File: src/rtl/rstc_pkg.sv
package rstc_pkg;
  localparam int FLAG_W   = 4;
  localparam int FLAG_POR = 0;
  localparam int FLAG_PIN = 1;
  localparam int FLAG_BOD = 2;
  localparam int FLAG_WDT = 3;
  localparam int NUM_FILT = 2;

  function automatic int max4(input int a, input int b, input int c, input int d);
    int m;
    m = a;
    if (b > m) m = b;
    if (c > m) m = c;
    if (d > m) m = d;
    return m;
  endfunction
endpackage

File: src/rtl/rstc_pulse_filter.sv
module rstc_pulse_filter #(
  parameter int MIN_CYC = 4
) (
  input  logic clk_i,
  input  logic clr_i,
  input  logic raw_i,
  output logic det_o
);
  localparam int CW = $clog2(MIN_CYC + 1);

  logic          sync1_q, sync2_q;
  logic [CW-1:0] run_q;
  logic          det_q;

  always_ff @(posedge clk_i or posedge clr_i) begin
    if (clr_i) begin
      sync1_q <= 1'b0;
      sync2_q <= 1'b0;
      run_q   <= '0;
      det_q   <= 1'b0;
    end else begin
      sync1_q <= raw_i;
      sync2_q <= sync1_q;
      if (sync2_q) begin
        if (run_q < CW'(MIN_CYC)) run_q <= run_q + CW'(1);
        det_q <= (run_q >= CW'(MIN_CYC - 1));
      end else begin
        run_q <= '0;
        det_q <= 1'b0;
      end
    end
  end

  assign det_o = det_q;
endmodule

File: src/rtl/rstc_stretch.sv
module rstc_stretch #(
  parameter int DLY0 = 4,
  parameter int DLY1 = 8,
  parameter int DLY2 = 16,
  parameter int DLY3 = 32
) (
  input  logic       clk_i,
  input  logic       req_i,
  input  logic [1:0] sel_i,
  output logic       rst_o
);
  localparam int DMAX = rstc_pkg::max4(DLY0, DLY1, DLY2, DLY3);
  localparam int CW   = $clog2(DMAX + 1);

  logic [CW-1:0] lim;
  logic [CW-1:0] cnt_q;
  logic          done_q, hold1_q, hold2_q;

  always_comb begin
    case (sel_i)
      2'd0:    lim = CW'(DLY0);
      2'd1:    lim = CW'(DLY1);
      2'd2:    lim = CW'(DLY2);
      default: lim = CW'(DLY3);
    endcase
  end

  always_ff @(posedge clk_i or posedge req_i) begin
    if (req_i) begin
      cnt_q   <= '0;
      done_q  <= 1'b0;
      hold1_q <= 1'b1;
      hold2_q <= 1'b1;
    end else begin
      if (cnt_q < lim) cnt_q <= cnt_q + CW'(1);
      done_q  <= done_q | (cnt_q >= lim);
      hold1_q <= ~done_q;
      hold2_q <= hold1_q;
    end
  end

  assign rst_o = hold2_q;
endmodule

File: src/rtl/rstc_cause_reg.sv
module rstc_cause_reg
  import rstc_pkg::*;
(
  input  logic              clk_i,
  input  logic              por_i,
  input  logic [FLAG_W-1:0] set_i,
  input  logic              wr_i,
  input  logic [FLAG_W-1:0] wdata_i,
  output logic [FLAG_W-1:0] flags_o
);
  localparam logic [FLAG_W-1:0] POR_ONLY = FLAG_W'(1) << FLAG_POR;

  logic [FLAG_W-1:0] flags_q;
  logic [FLAG_W-1:0] keep;

  assign keep = wr_i ? wdata_i : '1;

  always_ff @(posedge clk_i or posedge por_i) begin
    if (por_i) flags_q <= POR_ONLY;
    else       flags_q <= (flags_q & keep) | set_i;
  end

  assign flags_o = flags_q;
endmodule

File: src/rtl/rstc_top.sv
module rstc_top
  import rstc_pkg::*;
#(
  parameter int MIN_PIN = 4,
  parameter int MIN_BOD = 6,
  parameter int DLY0    = 4,
  parameter int DLY1    = 8,
  parameter int DLY2    = 16,
  parameter int DLY3    = 32
) (
  input  logic       clk_i,
  input  logic       por_i,
  input  logic       ext_rst_n_i,
  input  logic       wdt_expire_i,
  input  logic       bod_det_i,
  input  logic       bod_en_i,
  input  logic [1:0] dly_sel_i,
  input  logic       flag_wr_i,
  input  logic [3:0] flag_wdata_i,
  output logic [3:0] flags_o,
  output logic       sys_rst_o
);
  logic [NUM_FILT-1:0] raw;
  logic [NUM_FILT-1:0] det;
  logic                src_req;
  logic [FLAG_W-1:0]   set_vec;

  assign raw[0] = ~ext_rst_n_i;
  assign raw[1] = bod_det_i & bod_en_i;

  for (genvar i = 0; i < NUM_FILT; i++) begin : g_filt
    localparam int MINV = (i == 0) ? MIN_PIN : MIN_BOD;
    rstc_pulse_filter #(.MIN_CYC(MINV)) u_filt (
      .clk_i (clk_i),
      .clr_i (por_i),
      .raw_i (raw[i]),
      .det_o (det[i])
    );
  end

  assign src_req = por_i | (|det) | wdt_expire_i;

  always_comb begin
    set_vec           = '0;
    set_vec[FLAG_PIN] = det[0];
    set_vec[FLAG_BOD] = det[1];
    set_vec[FLAG_WDT] = wdt_expire_i;
  end

  rstc_stretch #(.DLY0(DLY0), .DLY1(DLY1), .DLY2(DLY2), .DLY3(DLY3)) u_stretch (
    .clk_i (clk_i),
    .req_i (src_req),
    .sel_i (dly_sel_i),
    .rst_o (sys_rst_o)
  );

  rstc_cause_reg u_cause (
    .clk_i   (clk_i),
    .por_i   (por_i),
    .set_i   (set_vec),
    .wr_i    (flag_wr_i),
    .wdata_i (flag_wdata_i),
    .flags_o (flags_o)
  );
endmodule

File: config.mk
export PLATFORM = sky130hd
export DESIGN_NAME = rstc_top
export DESIGN_NICKNAME = d
export VERILOG_FILES = /design/src/rtl/rstc_pkg.sv /design/src/rtl/rstc_pulse_filter.sv /design/src/rtl/rstc_stretch.sv /design/src/rtl/rstc_cause_reg.sv /design/src/rtl/rstc_top.sv
export SDC_FILE = /design/constraint.sdc
export NUM_CORES = 1
export LEC_CHECK = 0
export ABC_CLOCK_PERIOD_IN_PS = 1600
export BUFFER_PORTS_ARGS = -buffer_cell sky130_fd_sc_hd__buf_2
export CORE_UTILIZATION = 54
export DETAILED_ROUTE_END_ITERATION = 10
export GPL_TIMING_DRIVEN = 0
export HOLD_SLACK_MARGIN = 0.02
export PLACE_DENSITY = 0.77
export SYNTH_ARGS = -nofsm -noshare
export SYNTH_HDL_FRONTEND = slang
export SYNTH_HIERARCHICAL = 1
export SYNTH_SLANG_ARGS = --single-unit
File: constraint.sdc
create_clock -name clk_i -period 1.6 [get_ports clk_i]
set_clock_uncertainty 0.2 [all_clocks]
set_input_delay 0.08 -clock clk_i [delete_from_list [all_inputs] [get_ports clk_i]]
set_output_delay 0.08 -clock clk_i [all_outputs]
set_load 0.01 [all_outputs]
==> results of run 1 <==
report_power, final:
| group | total, mW | internal (mW) | switching, mW |
|---|---|---|---|
| Sequential | 0.900 | 0.771 | 0.129 |
| Combinational | 0.933 | 0.504 | 0.430 |
| Clock | 0.266 | 0.0935 | 0.173 |
sequential cells by signal, summed over array words and instances (netlist names):
name,flops
u_stretch/done_q,1
g_filt.u_filt/sync2_q,2
u_stretch/rst_o,1
g_filt.u_filt/run_q,6
u_cause/flags_o,4
g_filt.u_filt/det_o,2
u_stretch/hold1_q,1
u_stretch/cnt_q,6
g_filt.u_filt/sync1_q,2
how the worst max path moves through the flow:
stage          cells past startpoint  slack, ns            endpoint               start
5_1_grt                            6      -0.17  u_stretch/cnt_q[3]  u_stretch/cnt_q[3]
2_1_floorplan                      5      -0.09  u_stretch/cnt_q[1]  u_stretch/cnt_q[3]
3_5_place_dp                       4      -0.17  u_stretch/cnt_q[1]  u_stretch/cnt_q[5]
3_3_place_gp                       5      -0.18    u_stretch/done_q  u_stretch/cnt_q[3]
4_1_cts                            5      -0.09  u_stretch/cnt_q[1]  u_stretch/cnt_q[3]
6_report                           5      -0.14  u_stretch/cnt_q[1]  u_stretch/cnt_q[3]
cell type report:
type                       count  share of cell area
clock buffer                   3             0.01480
clock inverter                 1            0.003289
inverter                      11             0.02714
multi-input combinational     60              0.3405
sequential                    25              0.4137
tap                           27             0.02220
timing repair buffer          37              0.1785
repair_timing:
item	in CTS	in global routing
hold buffers	13	0
pin swaps	3	1
endpoints found under the hold margin	29	0
gates resized for setup	2	6
setup endpoints to repair	7	7
setup buffers	5	2
per-stage QoR:
| stage | cells | hold WS (ns) | util | total power, mW | worst slack [ns] |
|---|---|---|---|---|---|
| 4_1_cts | 162 | 0.02036 | 0.7494 | 2.011 | -0.09359 |
| 6_report | 164 | 0.03384 | 0.7677 | 2.100 | -0.1408 |
| 5_1_grt | 164 | 0.04309 | 0.7677 | 2.247 | -0.1663 |
| 3_5_place_dp | 140 | -0.1963 | 0.6458 | 1.584 | -0.1733 |
| 3_3_place_gp | 140 | -0.2041 | 0.6458 | 1.541 | -0.1764 |
| 2_1_floorplan | 96 | -0.3546 | - | 1.427 | -0.08906 |
routing by layer:
layer | vias up | global-route usage
li1 | 407 | -
met4 | 0 | 0.05882
met1 | 391 | 0.2290
met3 | 3 | 0.06604
met2 | 18 | 0.3545
met5 | - | 0
critical path: cells and delay by family, from the launching register on:
kind                     cells  cell delay [ns]
AO/OA/AOI/OAI                1             0.23
multiplexers                 1             0.27
adder cells (fa/ha/maj)      1             0.29
AND/OR/NAND/NOR              2             0.24
flip-flops                   1             0.41
cells by family (layout without fill, tap and decap cells):
logic type,Yosys count,count (layout)
muxes,2,2
AOI/OAI and AO/OA,15,15
and+or+nand+nor,26,26
other,1,1
DFF,25,25
adders and majority gates,10,10
buffers and inverters,11,52
xor gates and xnor gates,6,6
layout by cell type, fill, tap and decap left out, types with 2 or more instances in the layout:
cell type      synthesis  layout
nand2b_1               6       6
xnor2_1                6       6
inv_1                 11      10
and2_1                 2       2
nor2_1                 2       2
dlygate4sd3_1          0      13
buf_4                  0       6
a21boi_0               2       2
dfrtp_1               22      22
a21o_1                 4       4
ha_1                  10       8
clkbuf_4               0       3
nand2_1                2       2
nor2b_1                2       2
nand3_2                0       3
ha_2                   0       2
dfstp_2                3       3
buf_2                  0      17
and3_1                 2       2
==> key figures, run 1 <==
Route
  – Remaining DRCs: 0
  – Drt pass-1 iters: 4
  – Metal3 WL: 91 um
  – Drt total wl: 2.107 mm
  – Met2 wire length: 1.109 mm
  – DR WL/cell: 12.85 um
  – Met1 WL: 895 um
  – ANT nets after route: 0
  – 1st-iter DRT viols: 16
  – Uppermost layer routed: met4
  – DR vias: 819
  – Number of vias per cell: approximately 5

Yosys
  – Most frequent cell after synthesis: dfrtp_1
  – Synthesized area per cell: 12.09 sq um
  – Multiplexer share of the synthesized area: 0.01832
  – EDFF count, synth: 0
  – Post-synthesis cell type count: 32
  – Post-synth top area cell: dfrtp_1
  – Post-synth top flop: dfrtp_1
  – Synth top cells by count: 22 x dfrtp_1, 11 x inv_1, 10 x ha_1, 6 x nand2b_1, 6 x xnor2_1
  – Adder-cell share of the synthesized area: 0.1078
  – Synth warn: 6
  – Synth Area in Simple Gates: 0.1390
  – Gate Count Post-Synth: between 90 and 100
  – Synth Area in Compound Gates: 0.1088
  – Mapped Area: approximately 0.0012 sq mm
  – Seq/Total Area, Yosys: 0.5420
  – Synthesis-stage register bit count: 25
  – Post-synthesis xor/xnor area fraction: 0.04526
  – Mapped Nets: around 120
  – Async set-reset flop share out of synthesis: 1.000
  – Top post-synthesis cells by area: dfrtp_1 47%, ha_1 11%, dfstp_2 6.8%
  – Synth top area share: 0.4741
  – Largest family of logic cells by synthesized area: simple AND/OR/NAND/NOR gates

Global route
  – Global-route wire length before repair: roughly 3.6 mm
  – Vias in the first global route: 870
  – Largest net degree at the start of global routing: 15
  – Gr usage total: 0.1999
  – Gr ovfl total: 0
  – Initial antenna violation count: 0

Finish
  – Fin area: 0.001521 sq mm
  – Layout net count: ~160
  – # fillers: 124
  – Syn-to-layout area delta: 31.03%
  – Inserted Diodes: 0
  – Share of layout cells above drive strength 1: 0.3139
  – Reg area: 629.4 sq um
  – Area of the multi-input gates: 518.0 sq um

Hold path
  – Hold Path Class: input port to asynchronous set/reset pin

Worst setup path
  – FF-to-FF setup slack: -0.14 ns
  – CP max-delay cell: dfrtp_1
  – Worst flop-to-flop path startpoint: u_stretch/cnt_q[3]
  – CP startpoint kind: register
  – Cell chain of the critical path: ha_1 -> nor2b_4 -> o211ai_4 -> nand2_4 -> mux2_2
  – Worst path arrival time: about 1.8 ns
  – Slowest stage delay, CP: 0.41 ns
  – Data required time of the critical path: 1.61 ns
  – Worst R2R Path Depth: 5
  – Critical Path Fanout Max: 4
  – Worst r2r dst: u_stretch/cnt_q[1]
  – Setup CP Type: register to register
  – Setup crit end kind: register

Clock network
  – H-tree lvl count: 1
  – CTS Root Cell: clkbuf_4
  – Clock Sinks: 25
  – Clk_lat worst skew: 0.31 ns
  – CTS buffer count: 3
  – CTS tree: done
  – Worst-path clk slew: about 0.13 ns
  – CTS max path bufs: 2

Floorplanning
  – Rows: 16
  – Initial Util: 0.5859
  – Die Ht: 48.37 um
  – Die area: around 0.0023 sq mm
  – DIE WIDTH: 48.37 um
  – I/O Pins: 18
  – Core ar.: between 0.0015 and 0.002 sq mm

STA
  – Max Clk Rate: 0.5744 GHz
  – Setup TNS: -0.7163 ns
  – Period utilization: 1.088
  – Final setup fails: 7
  – Minimum clock period: 1.741 ns
  – Max Slew Vio Count: 0
  – RSZ-0062 raised after global routing: yes
  – Final Hold Viols: 0
  – Final worst slack: -0.1408 ns

Placement
  – Placed cell areas: 0.001280 sq mm
  – DP HPWL: approximately 1.3 mm
  – Routability congestion estimate: 0.7625
  – Port Buf Inserts: 17

Job
  – Max cap viols: 0

Power
  – PD cells: 1380 mW/mm^2
  – Pleak: 0.7707 nW
  – Worst IR drop on VDD: 0.9076 mV

Run status
  – Failing checks: setup timing
  – Outcome: complete, but fails checks
No activity file was read; power rests on OpenSTA's default activity.
==> run 2, diff against run 1 <==
PLACE_DENSITY = 0.78   (was 0.77)
SYNTH_HIERARCHICAL = default   (was 1)
==> run 2 against run 1 <==
  * The flow still finishes with violations (setup timing)
  * Worst hold slack improved by 0.10 ns
  * Utilization fell by 1.5 points
  * Cell count fell by 6.1%
  * Sequential share of layout area rose by 0.83 points
  * Register-to-register slack improved by 0.04 ns
  * Routed wire length fell by 9.7%
  * Global-route usage fell by 2.4 points
  * First-iteration DRC count fell by 63%
  * Setup slack improved by 0.037 ns
  * Critical path type unchanged
  * Largest cell class unchanged
==> key figures, run 2 <==
Run status
  – Outcome: complete, but fails checks (unchanged)
  – Failing checks: setup timing (unchanged)

Clock network
  – H-tree lvl count: 1 (unchanged)
  – CTS buffer count: 3 (unchanged)
  – Clk_lat worst skew: 0.31 ns (about the same)
  – Clock Sinks: 25 (unchanged)
  – CTS tree: done (unchanged)
  – CTS Root Cell: clkbuf_4 (unchanged)
  – Worst-path clk slew: 0.13 ns (about the same)
  – CTS max path bufs: 2 (unchanged)

Global route
  – Initial antenna violation count: 0 (unchanged)
  – Gr ovfl total: 0 (unchanged)
  – Global-route wire length before repair: 2.718 mm (was 3.560 mm)
  – Vias in the first global route: 684 (was 870)
  – Largest net degree at the start of global routing: 17 (was 15)
  – Gr usage total: 0.1755 (was 0.1999)

Finish
  – Inserted Diodes: 0 (unchanged)
  – Layout net count: 151 (was 161)
  – Commonest non-fill, non-tap cells in the layout: 22 x dfrtp_1, 17 x buf_2, 10 x dlygate4sd3_1 (was 22 x dfrtp_1, 17 x buf_2, 13 x dlygate4sd3_1)
  – Share of layout cells above drive strength 1: 0.3307 (was 0.3139)
  – Syn-to-layout area delta: 30.42% (was 31.03%)
  – Commonest non-fill, non-tap cell in the layout: dfrtp_1 (unchanged)
  – # fillers: 117 (was 124)
  – Fin area: 0.001491 sq mm (was 0.001521 sq mm)

Hold path
  – Hold Path Class: input port to register (was input port to asynchronous set/reset pin)
  – Hold Startpoint: dly_sel_i[1]
  – WHS Path Cells: 4

Yosys
  – Synthesized area per cell: 12.71 sq um (was 12.09 sq um)
  – Most frequent cell after synthesis: dfrtp_1 (unchanged)
  – Synth top cells by count: 22 x dfrtp_1, 10 x ha_1, 9 x inv_1, 6 x xnor2_1, 5 x nand2b_1 (was 22 x dfrtp_1, 11 x inv_1, 10 x ha_1, 6 x nand2b_1, 6 x xnor2_1)
  – Seq/Total Area, Yosys: 0.5503 (was 0.5420)
  – Synthesis-stage register bit count: 25 (unchanged)
  – Mapped Area: 0.001144 sq mm (was 0.001161 sq mm)
  – Post-synth top area cell: dfrtp_1 (unchanged)
  – Synth warn: 0 (was 6)
  – Gate Count Post-Synth: 90 (was 96)
  – Post-synth top flop: dfrtp_1 (unchanged)
  – Mapped Nets: 113 (was 119)
  – EDFF count, synth: 0 (unchanged)
  – Async set-reset flop share out of synthesis: 1.000 (unchanged)
  – Synth top area share: 0.4814 (was 0.4741)
  – Top post-synthesis cells by area: dfrtp_1 48%, ha_1 11%, dfstp_2 6.9% (was dfrtp_1 47%, ha_1 11%, dfstp_2 6.8%)
  – Post-synthesis cell type count: 30 (was 32)

Worst setup path
  – Critical Path Fanout Max: 5 (was 4)
  – Setup CP Type: register to register (unchanged)
  – Crit. path cell count: 4 (was 5)
  – Cell chain of the critical path: ha_2 -> a21oi_4 -> nand2_4 -> mux2_4 (was ha_1 -> nor2b_4 -> o211ai_4 -> nand2_4 -> mux2_2)
  – CP max-delay cell: dfrtp_1 (unchanged)
  – Worst flop-to-flop path startpoint: u_stretch.cnt_q[5] (was u_stretch/cnt_q[3])
  – Crit path from: u_stretch.cnt_q[5] (was u_stretch/cnt_q[3])
  – Data required time of the critical path: 1.61 ns (about the same)
  – Top delay family on crit path: flip-flops (unchanged)
  – Setup crit end kind: register (unchanged)
  – Worst R2R Path Depth: 4 (was 5)
  – CP startpoint kind: register (unchanged)
  – Worst path arrival time: 1.71 ns (was 1.75 ns)
  – Worst Path Buf+Inv: 0 (unchanged)
  – Slowest stage delay, CP: 0.43 ns (was 0.41 ns)

Route
  – Drt pass-1 iters: 4 (unchanged)
  – 1st-iter DRT viols: 6 (was 16)
  – DR WL/cell: 12.35 um (was 12.85 um)
  – Drt total wl: 1.902 mm (was 2.107 mm)
  – DR vias: 769 (was 819)
  – Number of vias per cell: 4.994 (about the same)
  – ANT nets after route: 0 (unchanged)
  – Remaining DRCs: 0 (unchanged)

Floorplanning
  – Initial Util: 0.5770 (was 0.5859)
  – Die Ht: 48.02 um (was 48.37 um)
  – Die area: 0.002306 sq mm (was 0.002340 sq mm)
  – Rows: 16 (unchanged)
  – Core ar.: 0.001982 sq mm (unchanged)
  – I/O Pins: 18 (unchanged)
  – DIE WIDTH: 48.02 um (was 48.37 um)

STA
  – Minimum clock period: 1.704 ns (was 1.741 ns)
  – Final setup fails: 7 (unchanged)
  – Slew margin rel.: 0.5964
  – Final Hold Viols: 0 (unchanged)
  – RSZ-0062 raised after global routing: yes (unchanged)
  – Worst slew pin tran: 0.6009 ns
  – Period utilization: 1.065 (was 1.088)
  – Max Clk Rate: 0.5869 GHz (was 0.5744 GHz)
  – Final worst slack: -0.1040 ns (was -0.1408 ns)
  – Max Slew Vio Count: 0 (unchanged)
  – Setup TNS: -0.5267 ns (was -0.7163 ns)

Job
  – Max cap viols: 0 (unchanged)

Placement
  – Pre-CTS setup slack: -0.2257 ns (was -0.1733 ns)
  – Port Buf Inserts: 17 (unchanged)
  – Routability congestion estimate: 0.7023 (was 0.7625)
  – DP HPWL: 1.217 mm (was 1.349 mm)
  – Placed cell areas: 0.001269 sq mm (was 0.001280 sq mm)

Power
  – Worst IR drop on VDD: 0.9998 mV (was 0.9076 mV)
  – Pleak: 0.7430 nW (was 0.7707 nW)
  – PD cells: 1437 mW/mm^2 (was 1380 mW/mm^2)
run 2: final timing paths:
check / endpoint / slack (ns)
worst max-delay path: u_stretch.cnt_q[1] / -0.10
worst min-delay path: u_stretch.done_q / 0.14
worst max register to register: u_stretch.cnt_q[1] / -0.10
worst min register to register: g_filt[0].u_filt.sync2_q / 0.16
max in group asynchronous: u_stretch.cnt_q[1] / 0.48
min in group asynchronous: u_cause.flags_o[3] / 0.19
run 2: area by class of cell:
type / instances / area, sq um / area share
Inverter: 9 / 33.78 / 0.02265
Multi-Input combinational cell: 56 / 529.3 / 0.3549
Tap cell: 27 / 33.78 / 0.02265
Timing Repair Buffer: 33 / 237.7 / 0.1594
Clock inverter: 1 / 5.005 / 0.003356
Clock buffer: 3 / 22.52 / 0.01510
Sequential cell: 25 / 629.4 / 0.4220
run 2: cells by family (layout without fill, tap and decap cells):
family	count (synthesis)	after routing	share of synthesized area
mux	2	2	0.01860
fa+ha+maj	10	10	0.1094
buf+inv	9	46	0.02954
flops	25	25	0.5503
compound gates	13	13	0.1061
xor+xnor	7	7	0.05361
simple gates	24	24	0.1324
run 2: layer usage:
layer	track usage	vias up	routed length, um
met2	0.3081	22	973
met5	0	-	0
met1	0.2115	368	854
met4	0.05000	0	5
li1	-	377	-
met3	0.04528	2	70
run 2: metrics by stage:
stage / util / cells / hold slack [ns] / power [mW]
5_1_grt: 0.7525 / 154 / 0.1690 / 2.305
4_1_cts: 0.7197 / 152 / 0.1215 / 1.988
3_5_place_dp: 0.6402 / 134 / -0.003579 / 1.608
6_report: 0.7525 / 154 / 0.1381 / 2.143
2_1_floorplan: - / 90 / -0.2070 / 1.452
3_3_place_gp: 0.6402 / 134 / -0.02939 / 1.561
run 2: tightest hold or removal path: stages:
cell      delay [ns]
buf_2           0.13
nand2b_1        0.07
ha_1            0.18
a311o_1         0.17
run 2: power breakdown:
group	switching [mW]	total (mW)	internal, mW
registers	0.121	0.892	0.771
logic	0.428	0.982	0.555
clock network	0.176	0.270	0.0933
run 2: what timing repair did:
action,in CTS,in global routing
setup endpoints to repair,7,14
pin swaps,4,6
resized for setup,0,9
setup buffers,4,2
hold endpoints to repair,29,0
hold buffers,10,0
